--- config.mk ---
export PLATFORM = sky130hd
export DESIGN_NAME = fpr_regs
export DESIGN_NICKNAME = d
export VERILOG_FILES = /design/src/rtl/fpr_pkg.sv /design/src/rtl/fpr_regs.sv
export SDC_FILE = /design/constraint.sdc
export NUM_CORES = 1
export LEC_CHECK = 0
export BUFFER_PORTS_ARGS = -buffer_cell sky130_fd_sc_hd__buf_2
export CELL_PAD_IN_SITES_DETAIL_PLACEMENT = 0
export CELL_PAD_IN_SITES_GLOBAL_PLACEMENT = 1
export CORE_MARGIN = 4
export CORE_UTILIZATION = 40
export DETAILED_ROUTE_END_ITERATION = 8
export HOLD_SLACK_MARGIN = 0.02
export PLACE_DENSITY = 0.89
export SYNTH_ARGS = -nofsm -noshare
export SYNTH_HDL_FRONTEND = slang
export SYNTH_SLANG_ARGS = --single-unit
export TNS_END_PERCENT = 50
--- constraint.sdc ---
create_clock -name clk_i -period 1.83 [get_ports clk_i]
set_input_delay 0.183 -clock clk_i [delete_from_list [all_inputs] [get_ports clk_i]]
set_output_delay 0.183 -clock clk_i [all_outputs]
set_load 0.05 [all_outputs]
--- src/rtl/fpr_pkg.sv ---
package fpr_pkg;
  localparam int unsigned FPR_DW         = 32;
  localparam int unsigned FPR_ADDR_W     = 25;
  localparam int unsigned FPR_PAGE_SHIFT = 12;
  localparam int unsigned FPR_PG_W       = FPR_ADDR_W - FPR_PAGE_SHIFT;

  // field positions decoded by software
  localparam int unsigned WP_BIT = 31;
  localparam int unsigned RP_BIT = 15;
  localparam int unsigned HI_LSB = 16;
  localparam int unsigned LO_LSB = 0;

  localparam logic [FPR_DW-1:0] KEEP_MASK = 32'h9FFF_9FFF;

  typedef struct packed {
    logic                wp;
    logic                rp;
    logic [FPR_PG_W-1:0] hi;
    logic [FPR_PG_W-1:0] lo;
  } fpr_win_t;

  function automatic fpr_win_t word_to_win(logic [FPR_DW-1:0] w);
    fpr_win_t r;
    r.wp = w[WP_BIT];
    r.rp = w[RP_BIT];
    r.hi = w[HI_LSB +: FPR_PG_W];
    r.lo = w[LO_LSB +: FPR_PG_W];
    return r;
  endfunction
endpackage

--- src/rtl/fpr_regs.sv ---
module fpr_regs
  import fpr_pkg::*;
#(
  parameter int unsigned NUM_WIN = 5,
  parameter int unsigned IDX_W   = 3
) (
  input  logic                 clk_i,
  input  logic                 rst_ni,
  input  logic                 we_i,
  input  logic [IDX_W-1:0]     widx_i,
  input  logic [FPR_DW-1:0]    wdata_i,
  input  logic                 lock_set_i,
  input  logic [IDX_W-1:0]     ridx_i,
  output logic [FPR_DW-1:0]    rdata_o,
  output logic                 locked_o,
  output fpr_win_t [NUM_WIN-1:0] win_o
);
  localparam logic [IDX_W-1:0] LAST_IDX = IDX_W'(NUM_WIN - 1);

  logic [NUM_WIN-1:0][FPR_DW-1:0] regs_q;
  logic                           locked_q;
  logic [NUM_WIN-1:0]             wen;

  for (genvar g = 0; g < NUM_WIN; g++) begin : g_win
    assign wen[g] = we_i && !locked_q && (widx_i == IDX_W'(g));

    always_ff @(posedge clk_i or negedge rst_ni) begin
      if (!rst_ni)     regs_q[g] <= '0;
      else if (wen[g]) regs_q[g] <= wdata_i & KEEP_MASK;
    end

    assign win_o[g] = word_to_win(regs_q[g]);
  end

  always_ff @(posedge clk_i or negedge rst_ni) begin
    if (!rst_ni)         locked_q <= 1'b0;
    else if (lock_set_i) locked_q <= 1'b1;
  end

  always_comb begin
    rdata_o = '0;
    for (int i = 0; i < NUM_WIN; i++)
      if (ridx_i == IDX_W'(i)) rdata_o = regs_q[i];
  end

  assign locked_o = locked_q;

  a_r3_lock_sticky: assert property (@(posedge clk_i) disable iff (!rst_ni)
    locked_q |=> locked_q);
  a_r4_frozen_when_locked: assert property (@(posedge clk_i) disable iff (!rst_ni)
    locked_q |=> $stable(regs_q));
  a_r2_bad_index_ignored: assert property (@(posedge clk_i) disable iff (!rst_ni)
    (we_i && widx_i > LAST_IDX) |=> $stable(regs_q));
endmodule

* Yosys cells after proc, flatten, opt, wreduce, memory -nomap -nowiden
Index checks and enable logic that the tools add are counted.
** Operators by class
- Eq/ne operators :: 8
- Muxes and demuxes :: 5
- Reduce and logical (&&, ||, !) cells :: 9
** Operators by type and width (count)
- $mux W32 :: 5
- $eq A3 B2 Y1 const B :: 4
- $eq A3 B1 Y1 const B :: 2
- $eq A3 B3 Y1 const B :: 2
- $logic_and A1 B1 Y1 :: 6
- $logic_not A3 Y1 :: 2
- $logic_not A1 Y1 :: 1
** Word-level totals
- Flip-flop bits (word level) :: 141
- Bits of input ports :: 42
- Output and inout port bits :: 173
- Logic and storage cells :: 28

* Depth between registers and ports, before layout
- Word-level depth :: 6
- Gate-level depth with buffers :: 6
- Gate-level depth less buffers :: 3

* Least setup slack after synthesis
Ideal clock, no wire load.
- Path kind :: input-to-output
- From :: input ridx_i[0]
- To :: output rdata_o[20]
- Arrival :: 1.996 ns
- Required time :: 1.647 ns
- Slack :: -0.349 ns
- Stages :: 5
- Buffers on the path :: 3
- Cell sequence :: buf_2 > or2_2 > buf_2 > buf_2 > o21ai_0
** Between the ends
- Longest elaborated chain between the ends :: 6
** Ends and longest elaborated chain
- start, declared :: RTL line fpr_regs.sv:13 : input logic [IDX_W-1:0] ridx_i,
- $logic_not A3 Y1 :: RTL line fpr_regs.sv:43 : if (ridx_i == IDX_W'(i)) rdata_o = regs_q[i];
- $mux W32 (4 in a row) :: RTL line fpr_regs.sv:43
- $mux W32 * :: RTL line fpr_regs.sv:43
- end, declared :: RTL line fpr_regs.sv:14 : output logic [FPR_DW-1:0] rdata_o,
Mark *: on every way between the ends. The rest lies on a longest branch, timed or not.

* Worst setup path in the final report
- From :: register regs_q, in the netlist win_o[94]
- To :: output rdata_o[10]
** Between the ends
- Longest elaborated chain between the ends :: 2
** Ends and longest elaborated chain
- start, declared :: RTL line fpr_regs.sv:20 : logic [NUM_WIN-1:0][FPR_DW-1:0] regs_q;
- start signal, assigned by index :: RTL line fpr_regs.sv:29 : else if (wen[g]) regs_q[g] <= wdata_i & KEEP_MASK;
- $mux W32 (2 in a row) :: RTL line fpr_regs.sv:43
No other way between the ends.

==> summary.txt <==
Run status
  – Outcome: finished, final reports clean

Floorplanning
  – Core box area: 15830 um^2
  – # IOs: 215
  – Die span in x: approximately 130 um
  – Die area: 18180 um^2
  – FP Rows: 46
  – Die Y: approximately 130 um
  – Initial cell density of the core: a little over 40%

Power and ir drop
  – Peak VDD IR: between 0.0005 and 0.0006 V
  – Power per Cell Area: ~1000 nW/um^2
  – LEAKAGE: 4.836 nW
  – Post-layout power: 8.664 mW

GRT
  – Vias in the first global route: about 5200
  – GRT Residual Overflow: 0
  – Global-route wire length before repair: 28.80 mm
  – Largest net degree at the start of global routing: 49
  – Initial antenna violation count: 0
  – GRT Util Overall: approximately 21%

Route
  – Routed WL: 18.15 mm
  – DR vias/cell: roughly 5.3
  – DRC violations left: 0
  – ANT nets after route: 0
  – Vias: a little under 5000
  – Initial DRC count: between 200 and 250
  – 1st-pass router iterations: 4
  – Wire length per cell: 19.90 um

Layout
  – Area grow syn2layout: 33.99%
  – Antenna Cells: 0
  – Nets: 725
  – Final Instance Area: 8621 um^2
  – Layout cells sized above 1: 59.05%
  – Layout Cells excl Fill: 912

STA
  – Skew final: about 4.8 ps
  – RSZ-0062 raised after global routing: no
  – Fmax: 579.2 MHz
  – Final period utilization: 94.34%
  – Setup total negative slack: 0 ps
  – Setup Viol. Count Final: 0
  – PnR worst setup slack: 103.6 ps
  – Fin crit period: 1726 ps
  – Max Slew Vio Count: 0
  – Final Hold Fails: 0

Logic synthesis
  – Post-synth ARST share: 100.0%
  – Yosys cell types: 28
  – Xor-xnor portion of the synthesized cell area: 0%
  – Dominant cell type by area after synthesis: dfrtp_1
  – Register area share after synthesis: 54.84%
  – Synth Register Bits: 141
  – Synth top area share: about 55%
  – Number of flops mapped to enable cells by yosys: 0
  – Mux contribution to synthesized area: 30.44%
  – Mapped Avg Cell Area: 13.96 um^2
  – Adder-cell share of the synthesized area: 0%
  – Synth Flop Type: dfrtp_1
  – Mapped Cells: 461
  – Compound-gate portion of the synthesized area: 7.118%
  – Area contributors post-synth: dfrtp_1 (55%), mux2_2 (24%), mux2i_1 (5.8%)
  – Yosys warns: 0
  – Syn Std Cell Area: 6434 um^2
  – Synth Area in Simple Gates: 3.987%
  – Largest family of logic cells by synthesized area: multiplexers

Clocking
  – CTS Buf Count: 17
  – Max Buffers Root-to-Sink: 2
  – TritonCTS clock tree: yes
  – Later-pin clock latency in the skew report: 420 ps
  – Total number of H-tree levels: 4
  – Root Buffer: clkbuf_16
  – Clk sinks: about 140
  – CTS clk-pin slew, worst paths: 60 ps

Critical path
  – Data arrival time of the critical path: between 1500 and 2000 ps
  – Critical-path cell list: mux2i_1, o22a_1, a2bb2oi_1, buf_4
  – Crit. End Element: output pin
  – Critical Path RT: 1650 ps
  – CP Max Fanout: 3
  – Critical-path top delay cell: dfrtp_1
  – Critical path class: reg2out
  – Worst setup SP type: flip-flop
  – Critical Path Max Stage Delay: 400 ps

Placement
  – Placed cells: 878
  – Pre-CTS setup slack: 137.3 ps
  – PortBufs: about 210
  – GPL Wtd Cong: roughly 0.8
  – DP Area: 7883 um^2
  – Post-DP HPWL: 12.98 mm

Flow run
  – Max-Cap Viols: 0

Min path
  – HP Class: in2reg
critical path: cells and delay by family, from the launching register on:
| kind | cells | cell delay (ps) |
|---|---|---|
| DFF | 1 | 400 |
| muxes | 1 | 100 |
| buffers and inverters | 1 | 240 |
| AOI/OAI and AO/OA | 2 | 390 |
cell usage after synthesis (2+ instances only):
cell,count
mux2_4,3
mux2_2,136
or2_2,2
a2bb2oi_1,20
nand2_1,20
mux2i_1,37
buf_4,5
dfrtp_1,141
buf_2,18
a21o_1,7
o22ai_1,8
buf_6,8
clkbuf_1,2
o22a_1,19
nor2_1,22
logic make-up (layout without fill, tap and decap cells):
| logic type | count (synthesis) | in the layout |
|---|---|---|
| AOI/OAI and AO/OA | 56 | 56 |
| buffers and inverters | 34 | 266 |
| DFF | 141 | 141 |
| muxes | 177 | 177 |
| other | 1 | 4 |
| and+or+nand+nor | 52 | 52 |
cell usage in the layout, fill, tap and decap left out, types with 2 or more instances in the layout:
master / n
dfrtp_1: 141
a21o_1: 7
buf_2: 204
o22a_1: 19
buf_12: 12
conb_1: 4
dlygate4sd3_1: 2
clkbuf_8: 4
bufinv_16: 7
mux2_2: 136
nand2_1: 20
nor3b_4: 2
mux2i_1: 37
a2bb2oi_1: 19
nor2_1: 22
mux2_4: 3
clkbuf_16: 17
o22ai_1: 8
or2_2: 2
buf_4: 15
report_power, final:
| group | internal (mW) | switching [mW] | leakage [nW] |
|---|---|---|---|
| registers | 3.23 | 0.0907 | 1.93 |
| logic | 0.338 | 0.867 | 2.56 |
| clock network | 2.84 | 1.29 | 0.347 |
flip-flops by register name (all words and copies together), names as in the netlist:
name      count
locked_o      1
win_o       140
repair_timing:
| item | in CTS | in global routing |
|---|---|---|
| hold buffers | 2 | 0 |
| setup endpoints to repair | 0 | 1 |
| resized for setup | 0 | 2 |
| hold endpoints to repair | 41 | 0 |
| buffers inserted | 0 | 0 |
routing by layer:
layer	track usage [%]	routed length, um
met4	6.787	372
met3	5.738	1405
met1	25.33	7356
met5	0	0
met2	34.82	9013
area by class of cell:
class,count,area (um^2)
Clock inverter,10,231.5
Timing Repair Buffer,234,1405
Tap cell,216,270.3
Multi-Input combinational cell,289,2701
Clock buffer,22,484.2
Sequential cell,141,3528
Fill cell,1331,7207
final timing paths:
| kind | start | end | slack [ps] | cells after the start |
|---|---|---|---|---|
| setup reg to reg | locked_o | win_o[56] | 140 | 4 |
| hold reg to reg | win_o[120] | win_o[120] | 520 | 1 |
| hold / removal | wdata_i[25] | win_o[134] | 50 | 2 |
| setup / recovery | win_o[94] | rdata_o[10] | 100 | 4 |
| max in group asynchronous | rst_ni | win_o[106] | 980 | 3 |
| min in group asynchronous | rst_ni | win_o[42] | 260 | 2 |
stage by stage:
stage	hold slack [ps]	utilization [%]
4_1_cts	31.84	54.45
6_report	52.75	54.47
3_5_place_dp	133.9	49.80
5_1_grt	36.05	54.47
3_3_place_gp	125.9	49.80
2_1_floorplan	-112.6	-
(Power assumes the default switching activity.)
